### src/rtl/pio_disp_pkg.sv
package pio_disp_pkg;

    localparam logic [7:0] OPC_REG_RD  = 8'h12;
    localparam logic [7:0] OPC_REG_WR  = 8'h13;
    localparam logic [7:0] OPC_BUS_RD  = 8'h14;
    localparam logic [7:0] OPC_BUS_WR  = 8'h18;
    localparam logic [7:0] OPC_BUS_WRD = 8'h1C;

    typedef enum logic [1:0] {
        CLS_BAD = 2'd0,
        CLS_REG = 2'd1,
        CLS_BUS = 2'd2
    } op_class_e;

    typedef struct packed {
        op_class_e cls;
        logic      reg_write;
        logic      wr_phase;
        logic      rd_phase;
    } op_info_t;

    typedef enum logic [2:0] {
        ST_IDLE       = 3'd0,
        ST_REG_SETUP  = 3'd1,
        ST_REG_ACCESS = 3'd2,
        ST_BUS_REQ    = 3'd3,
        ST_BUS_TURN   = 3'd4,
        ST_FINISH     = 3'd5
    } disp_state_e;

    function automatic op_info_t classify_op(input logic [7:0] opc);
        op_info_t info;
        info.cls       = CLS_BAD;
        info.reg_write = 1'b0;
        info.wr_phase  = 1'b0;
        info.rd_phase  = 1'b0;
        case (opc)
            OPC_REG_RD:  info.cls = CLS_REG;
            OPC_REG_WR: begin
                info.cls       = CLS_REG;
                info.reg_write = 1'b1;
            end
            OPC_BUS_RD: begin
                info.cls      = CLS_BUS;
                info.rd_phase = 1'b1;
            end
            OPC_BUS_WR: begin
                info.cls      = CLS_BUS;
                info.wr_phase = 1'b1;
            end
            OPC_BUS_WRD: begin
                info.cls      = CLS_BUS;
                info.wr_phase = 1'b1;
                info.rd_phase = 1'b1;
            end
            default: info.cls = CLS_BAD;
        endcase
        return info;
    endfunction

endpackage

### src/rtl/pio_op_decode.sv
module pio_op_decode
    import pio_disp_pkg::*;
(
    input  logic [7:0] opc,
    output op_info_t   info
);

    always_comb begin
        info = classify_op(opc);
    end

endmodule

### src/rtl/pio_disp_fsm.sv
module pio_disp_fsm
    import pio_disp_pkg::*;
#(
    parameter int DATA_W = 32,
    parameter int LEN_W  = 8,
    parameter int ADDR_W = 8
) (
    input  logic              clk,
    input  logic              rst,
    input  logic              cmd_start,
    input  op_info_t          dec_info,
    input  logic [ADDR_W-1:0] cmd_addr,
    input  logic [DATA_W-1:0] cmd_wdata,
    input  logic [LEN_W-1:0]  cmd_wlen,
    input  logic [LEN_W-1:0]  cmd_rlen,
    output logic              cmd_done,
    output logic              cmd_err,
    output logic [DATA_W-1:0] cmd_rdata,
    output logic              reg_psel,
    output logic              reg_penable,
    output logic              reg_pwrite,
    output logic [ADDR_W-1:0] reg_paddr,
    output logic [DATA_W-1:0] reg_pwdata,
    input  logic [DATA_W-1:0] reg_prdata,
    input  logic              reg_pready,
    output logic              xreq_valid,
    output logic              xreq_read,
    output logic [LEN_W-1:0]  xreq_len,
    output logic [DATA_W-1:0] xreq_wdata,
    output logic              xreq_rstart,
    output logic              xreq_stop,
    input  logic              xrsp_done,
    input  logic              xrsp_err,
    input  logic [DATA_W-1:0] xrsp_rdata
);

    disp_state_e       state_q;
    op_info_t          info_q;
    logic [ADDR_W-1:0] addr_q;
    logic [DATA_W-1:0] wdata_q;
    logic [LEN_W-1:0]  wlen_q;
    logic [LEN_W-1:0]  rlen_q;
    logic              in_rd_phase_q;
    logic              err_q;
    logic [DATA_W-1:0] result_q;

    always_ff @(posedge clk) begin
        if (rst) begin
            state_q       <= ST_IDLE;
            info_q        <= '0;
            addr_q        <= '0;
            wdata_q       <= '0;
            wlen_q        <= '0;
            rlen_q        <= '0;
            in_rd_phase_q <= 1'b0;
            err_q         <= 1'b0;
            result_q      <= '0;
        end else begin
            case (state_q)
                ST_IDLE: begin
                    if (cmd_start) begin
                        info_q        <= dec_info;
                        addr_q        <= cmd_addr;
                        wdata_q       <= cmd_wdata;
                        wlen_q        <= cmd_wlen;
                        rlen_q        <= cmd_rlen;
                        result_q      <= '0;
                        err_q         <= 1'b0;
                        in_rd_phase_q <= !dec_info.wr_phase;
                        case (dec_info.cls)
                            CLS_REG: state_q <= ST_REG_SETUP;
                            CLS_BUS: state_q <= ST_BUS_REQ;
                            default: begin
                                err_q   <= 1'b1;
                                state_q <= ST_FINISH;
                            end
                        endcase
                    end
                end
                ST_REG_SETUP: state_q <= ST_REG_ACCESS;
                ST_REG_ACCESS: begin
                    if (reg_pready) begin
                        if (!info_q.reg_write) begin
                            result_q <= reg_prdata;
                        end
                        state_q <= ST_FINISH;
                    end
                end
                ST_BUS_REQ: begin
                    if (xrsp_done) begin
                        if (xrsp_err) begin
                            err_q   <= 1'b1;
                            state_q <= ST_FINISH;
                        end else if (in_rd_phase_q) begin
                            result_q <= xrsp_rdata;
                            state_q  <= ST_FINISH;
                        end else if (info_q.rd_phase) begin
                            in_rd_phase_q <= 1'b1;
                            state_q       <= ST_BUS_TURN;
                        end else begin
                            state_q <= ST_FINISH;
                        end
                    end
                end
                ST_BUS_TURN: state_q <= ST_BUS_REQ;
                ST_FINISH:   state_q <= ST_IDLE;
                default:     state_q <= ST_IDLE;
            endcase
        end
    end

    always_comb begin
        cmd_done    = (state_q == ST_FINISH);
        cmd_err     = cmd_done && err_q;
        cmd_rdata   = result_q;
        reg_psel    = (state_q == ST_REG_SETUP) || (state_q == ST_REG_ACCESS);
        reg_penable = (state_q == ST_REG_ACCESS);
        reg_pwrite  = info_q.reg_write;
        reg_paddr   = addr_q;
        reg_pwdata  = wdata_q;
        xreq_valid  = (state_q == ST_BUS_REQ);
        xreq_read   = in_rd_phase_q;
        xreq_len    = in_rd_phase_q ? rlen_q : wlen_q;
        xreq_wdata  = wdata_q;
        xreq_rstart = in_rd_phase_q && info_q.wr_phase;
        xreq_stop   = in_rd_phase_q || !info_q.rd_phase;
    end

    // completion strobe lasts one cycle
    p_done_pulse_r12: assert property (@(posedge clk) disable iff (rst)
        cmd_done |=> !cmd_done);

    // setup cycle is followed by an access cycle
    p_setup_to_access_r2: assert property (@(posedge clk) disable iff (rst)
        (reg_psel && !reg_penable) |=> (reg_psel && reg_penable));

    // access is held steady while the slave is not ready
    p_access_hold_r2: assert property (@(posedge clk) disable iff (rst)
        (reg_psel && reg_penable && !reg_pready) |=>
        (reg_psel && reg_penable && $stable(reg_paddr) && $stable(reg_pwrite)));

    // the two downstream ports are never active together
    p_one_port_r8: assert property (@(posedge clk) disable iff (rst)
        !(reg_psel && xreq_valid));

    // a pending request keeps its fields until the engine answers
    p_req_hold_r7: assert property (@(posedge clk) disable iff (rst)
        (xreq_valid && !xrsp_done) |=>
        (xreq_valid && $stable(xreq_read) && $stable(xreq_len) && $stable(xreq_stop)));

    // a repeated start is only asked for on a final read phase
    p_rstart_read_r7: assert property (@(posedge clk) disable iff (rst)
        (xreq_valid && xreq_rstart) |-> (xreq_read && xreq_stop));

    // an unknown opcode completes with error in the next cycle
    p_bad_op_r9: assert property (@(posedge clk) disable iff (rst)
        (state_q == ST_IDLE && cmd_start && dec_info.cls == CLS_BAD) |=>
        (cmd_done && cmd_err && !reg_psel && !xreq_valid));

    // an engine error ends the command without another phase
    p_err_abort_r10: assert property (@(posedge clk) disable iff (rst)
        (xreq_valid && xrsp_done && xrsp_err) |=>
        (cmd_done && cmd_err && !xreq_valid));

endmodule

### src/rtl/pio_dispatch.sv
module pio_dispatch
    import pio_disp_pkg::*;
#(
    parameter int DATA_W = 32,
    parameter int LEN_W  = 8,
    parameter int ADDR_W = 8
) (
    input  logic              clk,
    input  logic              rst,
    input  logic              cmd_start,
    input  logic [7:0]        cmd_op,
    input  logic [ADDR_W-1:0] cmd_addr,
    input  logic [DATA_W-1:0] cmd_wdata,
    input  logic [LEN_W-1:0]  cmd_wlen,
    input  logic [LEN_W-1:0]  cmd_rlen,
    output logic              cmd_done,
    output logic              cmd_err,
    output logic [DATA_W-1:0] cmd_rdata,
    output logic              reg_psel,
    output logic              reg_penable,
    output logic              reg_pwrite,
    output logic [ADDR_W-1:0] reg_paddr,
    output logic [DATA_W-1:0] reg_pwdata,
    input  logic [DATA_W-1:0] reg_prdata,
    input  logic              reg_pready,
    output logic              xreq_valid,
    output logic              xreq_read,
    output logic [LEN_W-1:0]  xreq_len,
    output logic [DATA_W-1:0] xreq_wdata,
    output logic              xreq_rstart,
    output logic              xreq_stop,
    input  logic              xrsp_done,
    input  logic              xrsp_err,
    input  logic [DATA_W-1:0] xrsp_rdata
);

    op_info_t dec_info;

    pio_op_decode u_decode (
        .opc  (cmd_op),
        .info (dec_info)
    );

    pio_disp_fsm #(
        .DATA_W (DATA_W),
        .LEN_W  (LEN_W),
        .ADDR_W (ADDR_W)
    ) u_fsm (
        .clk         (clk),
        .rst         (rst),
        .cmd_start   (cmd_start),
        .dec_info    (dec_info),
        .cmd_addr    (cmd_addr),
        .cmd_wdata   (cmd_wdata),
        .cmd_wlen    (cmd_wlen),
        .cmd_rlen    (cmd_rlen),
        .cmd_done    (cmd_done),
        .cmd_err     (cmd_err),
        .cmd_rdata   (cmd_rdata),
        .reg_psel    (reg_psel),
        .reg_penable (reg_penable),
        .reg_pwrite  (reg_pwrite),
        .reg_paddr   (reg_paddr),
        .reg_pwdata  (reg_pwdata),
        .reg_prdata  (reg_prdata),
        .reg_pready  (reg_pready),
        .xreq_valid  (xreq_valid),
        .xreq_read   (xreq_read),
        .xreq_len    (xreq_len),
        .xreq_wdata  (xreq_wdata),
        .xreq_rstart (xreq_rstart),
        .xreq_stop   (xreq_stop),
        .xrsp_done   (xrsp_done),
        .xrsp_err    (xrsp_err),
        .xrsp_rdata  (xrsp_rdata)
    );

endmodule

### config.mk
export PLATFORM = sky130hd
export DESIGN_NAME = pio_dispatch
export DESIGN_NICKNAME = d
export VERILOG_FILES = /design/src/rtl/pio_disp_pkg.sv /design/src/rtl/pio_op_decode.sv /design/src/rtl/pio_disp_fsm.sv /design/src/rtl/pio_dispatch.sv
export SDC_FILE = /design/constraint.sdc
export NUM_CORES = 1
export LEC_CHECK = 0
export ABC_CLOCK_PERIOD_IN_PS = 2200
export BUFFER_PORTS_ARGS = -buffer_cell sky130_fd_sc_hd__buf_2
export CELL_PAD_IN_SITES_DETAIL_PLACEMENT = 0
export CELL_PAD_IN_SITES_GLOBAL_PLACEMENT = 2
export CORE_AREA = 4 4 142 144
export CTS_BUF_LIST = sky130_fd_sc_hd__clkbuf_4
export CTS_CLUSTER_SIZE = 25
export DETAILED_ROUTE_END_ITERATION = 16
export DIE_AREA = 0 0 146 148
export PLACE_DENSITY = 0.91
export SLEW_MARGIN = 20
export SYNTH_ARGS = -nofsm -noshare
export SYNTH_HDL_FRONTEND = slang
export SYNTH_SLANG_ARGS = --single-unit
export TNS_END_PERCENT = 5
### constraint.sdc
create_clock -name clk -period 2.2 [get_ports clk]
set_input_delay 0.55 -clock clk [delete_from_list [all_inputs] [get_ports clk]]
set_output_delay 0.55 -clock clk [all_outputs]
set_load 0.1 [all_outputs]
### After elaboration in Yosys (flattened, before gate mapping)

Cells that the tools add are included.

* reduce and logical (&&, ||, !) cells: 19
* equality and inequality tests: 19
* multiplexer cells: 31

Operator list (number)
* 2-to-1 mux 32 bit: 6
* one-hot mux 32 bit (3 select lines): 1
* == test 8 x 5 -> 1 bit (second input constant): 5
* 2-to-1 mux 3 bit: 5
* one-hot mux 3 bit (5 select lines): 1
* 2-to-1 mux 1 bit: 13
* 2-to-1 mux 8 bit: 1
* inequality test 2 x 1 -> 1 bit (second input constant): 4
* AND reduction 4 bit: 2
* OR reduction 2 bit: 4
* AND reduction 7 bit: 1
* == test 3 x 2 -> 1 bit (second input constant): 2
* == test 3 bit (second input constant): 2
* inequality test 2 bit (second input constant): 3
* one-hot mux 3 bit (2 select lines): 1
* one-hot mux 1 bit (2 select lines): 2
* one-hot mux 2 bit (2 select lines): 1
* == test 3 x 1 -> 1 bit (second input constant): 1
* zero test 3 bit: 1
* AND reduction 3 bit: 1
* nonzero test 3 bit: 1
* OR reduction 3 bit: 1
* == test 2 x 1 -> 1 bit (second input constant): 1
* == test 2 bit (second input constant): 1
* other kinds (5): 8

* register bits after elaboration: 96
* word-level logic and storage cells: 80

### Depth between registers and ports, before layout

Gate-level depths: netlist (run 1).

* word-level depth: 8
* mapped depth: 7
* mapped depth without buffers: 6

### Cells and area by module

A second synthesis (run 1) with hierarchy kept.

* cell total of the unflattened synthesis: 533
* area total of the unflattened synthesis: 4545.6 µm²

By module, submodules not included
* pio_disp_fsm: area an instance 4473.0 µm², times used 1, cells an instance 525, sequential area each 1921.8 µm²
* pio_op_decode: area an instance 72.6 µm², times used 1, cells an instance 8, sequential area each 0.0 µm²

### Worst setup path after synthesis (run 1)

No wires, ideal clock.

* path type: register to output
* start: reg u_fsm.state_q[2]
* end: out cmd_err
* setup slack: -2.135 ns
* arrival: 3.785 ns
* buffers on the path: 1
* stages on the path, launching flop included: 5
* data required time: 1.650 ns
* cells stage by stage: dfxtp_1 clkbuf_1 inv_1 nor3_1 and2_1

* longest elaborated chain between the ends: 2

RTL lines
* start: declaration: line pio_disp_fsm.sv:37 `disp_state_e state_q;`
* start signal: assignment: line pio_disp_fsm.sv:49 `state_q <= ST_IDLE;`
* start signal: assignment: line pio_disp_fsm.sv:71 `CLS_REG: state_q <= ST_REG_SETUP;`
* start signal: assignment: line pio_disp_fsm.sv:72 `CLS_BUS: state_q <= ST_BUS_REQ;`
* == test 3 bit: line pio_disp_fsm.sv:113 `cmd_done = (state_q == ST_FINISH);`
* net cmd_done: line pio_dispatch.sv:16 `output logic cmd_done,`
* logical AND 1 bit: line pio_disp_fsm.sv:114 `cmd_err = cmd_done && err_q;`
* end: declaration: line pio_dispatch.sv:17 `output logic cmd_err,`

The timed path passes the listed nets, and every way through them passes these cells.

### Worst setup path in the final report (run 1)

* start: reg u_fsm.in_rd_phase_q, in the netlist u_fsm.xreq_read
* end: out xreq_len[0]

* longest elaborated chain between the ends: 1

RTL lines
* start: declaration: line pio_disp_fsm.sv:43 `logic in_rd_phase_q;`
* start signal: assignment: line pio_disp_fsm.sv:69 `in_rd_phase_q <= !dec_info.wr_phase;`
* 2-to-1 mux 8 bit: line pio_disp_fsm.sv:123 `xreq_len = in_rd_phase_q ? rlen_q : wlen_q;`
* end: declaration: line pio_dispatch.sv:28 `output logic [LEN_W-1:0] xreq_len,`

No other way between the ends.

==> results of run 1 <==
area by class of cell:
| class | count | area share, % |
|---|---|---|
| multi-input combinational | 360 | 35.4 |
| inverter | 4 | 0.243 |
| clock buffer | 9 | 1.09 |
| sequential | 96 | 31.4 |
| tap | 234 | 4.74 |
| antenna | 1 | 0.0405 |
| timing repair buffer | 271 | 25.3 |
| clock inverter | 7 | 1.76 |
cell families (layout without fill, tap and decap cells):
kind of cell	count (synthesis)	after routing
AOI/OAI and AO/OA	73	73
DFF	96	96
xor gates and xnor gates	1	1
other	0	1
buffers and inverters	73	291
adders and majority gates	1	1
muxes	73	73
and+or+nand+nor	212	212
metrics by stage:
| step | cell area (um^2) | total power, mW | instances | hold WS (ps) |
|---|---|---|---|---|
| floorplan | 4530 | 5.51 | 529 | 432 |
| global placement | 5890 | 6.16 | 961 | 441 |
| detailed placement | 5890 | 6.16 | 961 | 446 |
| CTS | 6120 | 7.42 | 980 | 218 |
| global route | 6180 | 7.72 | 982 | 215 |
| finish | 6180 | 7.34 | 982 | 287 |
worst register-to-register path, stage by stage (launching register included):
cell and delay, ps:
dfxtp_4 390, buf_4 140, nand2_1 130, o221ai_2 150, a311oi_4 330, buf_12 280, mux2i_1 270
sequential cells by signal, indices dropped and copies added, names as in the netlist, 2 cells and up:
name	count
u_fsm.reg_pwdata	32
u_fsm.state_q	3
u_fsm.rlen_q	8
u_fsm.wlen_q	8
u_fsm.reg_paddr	8
u_fsm.info_q	2
u_fsm.cmd_rdata	32
metal layers:
metal	vias up	wire length (um)
met5	-	0
met1	1846	6190
met4	0	129
met2	172	5960
li1	2131	-
met3	5	1340
cells in the final DEF (no fill, tap or decap), drive strengths merged, types with 2 or more instances in the layout:
cell type,instances
nor4b,2
clkbuf,10
and2,3
nor2,9
nand2,148
nand3,3
o21ai,3
nand2b,33
a211oi,2
bufinv,2
nor3b,4
mux2i,32
nand3b,2
inv,8
dfxtp,96
mux2,41
a21oi,64
buf,270
nor3,4
synthesized netlist by cell type (2+ instances only):
| master | count | area (um^2) |
|---|---|---|
| nand2b_1 | 33 | 206 |
| nor3b_1 | 4 | 30.0 |
| a211oi_1 | 2 | 15.0 |
| buf_6 | 3 | 33.8 |
| clkbuf_1 | 26 | 97.6 |
| buf_4 | 33 | 248 |
| nor2_1 | 9 | 33.8 |
| o21ai_0 | 3 | 15.0 |
| inv_1 | 4 | 15.0 |
| nand3_1 | 3 | 15.0 |
| nor3_1 | 4 | 20.0 |
| buf_2 | 6 | 30.0 |
| mux2_2 | 40 | 450 |
| mux2i_1 | 32 | 320 |
| a21oi_1 | 64 | 320 |
| dfxtp_1 | 96 | 1920 |
| nand3b_1 | 2 | 15.0 |
| and2_1 | 3 | 18.8 |
| nand2_1 | 148 | 556 |
repair_timing:
| action | 4_1_cts | 5_1_grt |
|---|---|---|
| buffers inserted | 3 | 1 |
| pin swaps | 0 | 1 |
| setup endpoints to repair | 15 | 13 |
| hold buffers | 0 | 0 |
| hold endpoints to repair | 0 | 0 |
| gates resized for setup | 16 | 13 |
power groups by stage:
| stage | combinational [mW] | clock (mW) | sequential [mW] |
|---|---|---|---|
| after floorplan | 2.21 | 0 | 3.30 |
| after global placement | 3.96 | 0 | 2.20 |
| after detailed placement | 3.96 | 0 | 2.20 |
| after CTS | 4.03 | 1.24 | 2.16 |
| after global routing | 4.22 | 1.30 | 2.20 |
| final | 4.02 | 1.15 | 2.16 |
final timing paths:
check | start | end | slack [ps] | cells past startpoint
worst max-delay path | u_fsm.xreq_read | xreq_len[0] | 130 | 2
worst min-delay path | cmd_addr[2] | u_fsm.reg_paddr[2] | 290 | 3
worst max register to register | u_fsm.state_q[0] | u_fsm.cmd_rdata[12] | 440 | 6
worst min register to register | u_fsm.wlen_q[7] | u_fsm.wlen_q[7] | 460 | 2
==> metrics.txt, run 1 <==
Nets a little under 900; Filler Cell Count just over 2k; synth warn 0; M3 GR Usage between 5 and 6%; pin count of the biggest net entering global routing ~60; Post-Synth XOR/XNOR Area less than 1%; GRT busiest layer met2; Total Wirelength around 14 mm; critical path's slowest cell dfxtp_4; FF+latch area 0.00194 mm^2; Post-synth EDFFs 0; crit-path max cell delay between 400 and 500 ps; worst slack, placed roughly 43 ps; setup TNS 0 ps; syn nets about 660; router iterations before antenna repair 4; core area between 0.015 and 0.02 mm^2; initial antenna violation count 1; die span in y 148 um; switching pwr around 3.9 mW; status complete, no violations; later-pin clock latency in the skew report around 470 ps; H-Tree Depth 3; worst hold path type in2reg; worst setup path class reg2out; Finish-stage setup viols 0; DP HPWL 10.0 mm; ordered list of cells on the worst path mux2_2 -> buf_6; average size of a mapped cell 8.51 um^2; post-synthesis compound-gate area fraction ~9%; CP startpoint kind flip-flop; fin crit period ~2100 ps; Max VDD drop 0.000617 V; die width approximately 150 um; First DRT Iteration DRCs 118; Mapped Cells between 500 and 600; Setup WS post-layout approximately 130 ps; final slew viol count 0; M2 GR Usage around a fifth; Buffers & Inverters on Critical Path 1; post-synthesis mux area share approximately 17%; flops & latches, synth between 90 and 100; starting density of the core about 24%; Top FF cell, synth dfxtp_1; grt ovf 0; Post-DRT Antenna Nets 0; ratio of cells with drive above 1 in the final layout 45.8%; CTS Buf Count 9; CTS sink cnt 96; root buf cell clkbuf_4; Clock Power Share between 10% and 20%; Clock Path Buffers 2; met1 GRT Util about 16%; number of global-route vias before repair roughly 4.0k; # rows 50; Cell variety after synth 33; Pwr Density about 1200 mW/mm^2; Area Growth Syn to Fin 37.1%; CP top delay family flip-flops; synthesized cell area around 0.0045 mm^2; Rel. slew slack approximately two thirds; endpoints failing hold 0; Max Cap Viol 0; Max Freq ~480 MHz; clock skew approximately 25 ps; RSZ-0062 raised after global routing yes; Least-Margin Pin Slew between 500 and 600 ps; Data required, critical path ~1700 ps; clock slew at reported path FFs roughly 180 ps; sw frac 53.3%; fin crit share a little over nine tenths; Worst Path Arrival ~1500 ps; CP Max Fanout 13; Seq pwr share about 30%; first-pass GRT wire length about 22 mm; area of the multi-input gates approximately 0.0022 mm^2; die area 0.0216 mm^2; routability congestion estimate between 0.7 and 0.8; Post-Synth Adder-Cell Area less than 1%; gr usage total about an eighth; sequential element share of the synthesized area roughly 43%; DRC violation count after routing 0; internal power between 3 and 4 mW; IO Pins approximately 260; fin util approximately a third; CTS tree done; Vias about 4.2k; combinational power share between 50 and 60%; largest family of logic cells by synthesized area simple AND/OR/NAND/NOR gates; Simple-Gate Fraction of Synth Area a little over a fifth; critical path capture point type output pin; leakage around 2.9 nW; vias per inst about 4.2; PortBufs 254; DR WL/cell approximately 14 um; share of synthesized flip-flops with an asynchronous set or reset 0%
Note: power is estimated with default switching activity, not from simulation.
==> run 2: changes to the inputs <==
--- a/config.mk
+++ b/config.mk
@@ -5,7 +5,7 @@
 export SDC_FILE = /design/constraint.sdc
 export NUM_CORES = 1
 export LEC_CHECK = 0
-export ABC_CLOCK_PERIOD_IN_PS = 2200
+export ABC_CLOCK_PERIOD_IN_PS = 2300
 export BUFFER_PORTS_ARGS = -buffer_cell sky130_fd_sc_hd__buf_2
 export CELL_PAD_IN_SITES_DETAIL_PLACEMENT = 0
 export CELL_PAD_IN_SITES_GLOBAL_PLACEMENT = 2
==> constraint.sdc (replaced) <==
create_clock -name clk -period 2.3 [get_ports clk]
set_input_delay 0.575 -clock clk [delete_from_list [all_inputs] [get_ports clk]]
set_output_delay 0.575 -clock clk [all_outputs]
set_load 0.1 [all_outputs]
==> metrics.txt, run 2 (synthesis gave the netlist of run 1 again) <==
worst hold slack ~300 ps; grt ovf 0; CTS hold repair buffers 0; Pwr Density 1120 mW/mm^2; clock skew between 20 and 30 ps; worst hold path type in2reg; leakage between 2 and 3 nW; setup TNS 0 ps; DRC violation count after routing 0; router iterations before antenna repair 4; H-Tree Depth 3; root buf cell clkbuf_4; CP Max Fanout 13; vias per inst between 4 and 5; pin count of the biggest net entering global routing ~60; first-pass GRT wire length ~22 mm; Vias 4201; Finished Cell Area ~0.0061 mm^2; later-pin clock latency in the skew report 480 ps; DP HPWL about 10 mm; final slew viol count 0; number of global-route vias before repair ~4k; die width 146 um; Max Freq 458 MHz; core area approximately 0.019 mm^2; fin crit period 2180 ps; Max VDD drop roughly 0.00056 V; Max Cap Viol 0; CP startpoint kind flip-flop; Min-Delay Path Depth 3; Post-DRT Antenna Nets 0; DR WL/cell 14.0 um; Area after DPL 0.00588 mm^2; Data required, critical path roughly 1700 ps; Design Power 6.82 mW; starting density of the core about a quarter; endpoints failing hold 0; Least-Margin Pin Slew between 500 and 600 ps; First DRT Iteration DRCs ~140; gr usage total about an eighth; FF-to-FF path depth 5; worst setup path class reg2out; CTS Buf Count 9; PortBufs between 200 and 300; commonest non-fill, non-tap cell in the layout buf_2; Total Wirelength around 14 mm; Finish-stage setup viols 0; status complete, no violations; Nets ~900; Clock Path Buffers 2; ratio of cells with drive above 1 in the final layout a little under half; IO Pins 255; Rel. slew slack around 66%; Worst Path Arrival 1610 ps; fin crit share a little over nine tenths; CTS tree done; die span in y between 100 and 150 um; routability congestion estimate about 0.74; Area Growth Syn to Fin 35.3%; die area about 0.022 mm^2; most frequent cells in the layout 247 x buf_2, 148 x nand2_1, 92 x dfxtp_1; CTS sink cnt between 90 and 100; critical path capture point type output pin; # rows 50; clock slew at reported path FFs between 150 and 200 ps; initial antenna violation count 3
[run 2: cell types whose count changed in the layout (fill, tap and decap cells not counted)]
cell	previous run	this run
buf_4	15	18
buf_6	10	0
inv_1	3	4
inv_2	1	0
inv_6	2	1
nor2_1	7	8
diode_2	1	2
clkinv_4	1	2
nor2_2	2	1
bufinv_16	2	0
buf_2	238	247
inv_8	2	4
[run 2: final cells by class]
cell class                      count  area (um^2)
Fill cell                        2017        12600
Clock inverter                      7         71.3
Timing Repair Buffer              273         1520
Inverter                            4         15.0
Multi-Input combinational cell    360         2190
Sequential cell                    96         1940
Clock buffer                        9         67.6
Tap cell                          234          293
Antenna cell                        2         5.00
[run 2: timing repair]
item / 4_1_cts / 5_1_grt
pin swaps: 0 / 1
gates resized for setup: 6 / 2
hold endpoints to repair: 0 / 0
setup endpoints to repair: 14 / 2
buffers inserted: 0 / 8
[run 2: per-stage QoR]
| stage | setup slack [ps] | util, % | std cells |
|---|---|---|---|
| 2_1_floorplan | -199 | - | 529 |
| 3_3_place_gp | 123 | 31.4 | 960 |
| 3_5_place_dp | 88.8 | 31.4 | 960 |
| 4_1_cts | -58.3 | 32.2 | 976 |
| 5_1_grt | -1.57 | 32.6 | 985 |
| 6_report | 117 | 32.6 | 985 |
[run 2: metal layers]
metal / wire length (um) / vias up / share of wire, % / track usage, %
met5: 7 / - / 0.051 / 0
met4: 142 / 2 / 1.0 / 3.76
met3: 1420 / 9 / 10 / 5.12
met2: 6010 / 185 / 44 / 18.9
met1: 6210 / 1860 / 45 / 16.1
li1: - / 2145 / - / -
[run 2: power breakdown]
group	switching [mW]	internal, mW	leakage [nW]
combinational	2.92	0.894	1.97
clock	0.677	0.261	0.0784
sequential	0.177	1.89	0.785
[run 2: final timing paths]
| check | slack, ps | to | from |
|---|---|---|---|
| worst max-delay path | 120 | xreq_len[2] | u_fsm.xreq_read |
| worst min-delay path | 300 | u_fsm.reg_paddr[2] | cmd_addr[2] |
| worst max register to register | 550 | u_fsm.cmd_rdata[25] | u_fsm.state_q[1] |
| worst min register to register | 460 | u_fsm.wlen_q[7] | u_fsm.wlen_q[7] |
[run 2: critical path: stages (launching register included)]
cell     delay [ps]
dfxtp_4         490
mux2_2          360
buf_2           290
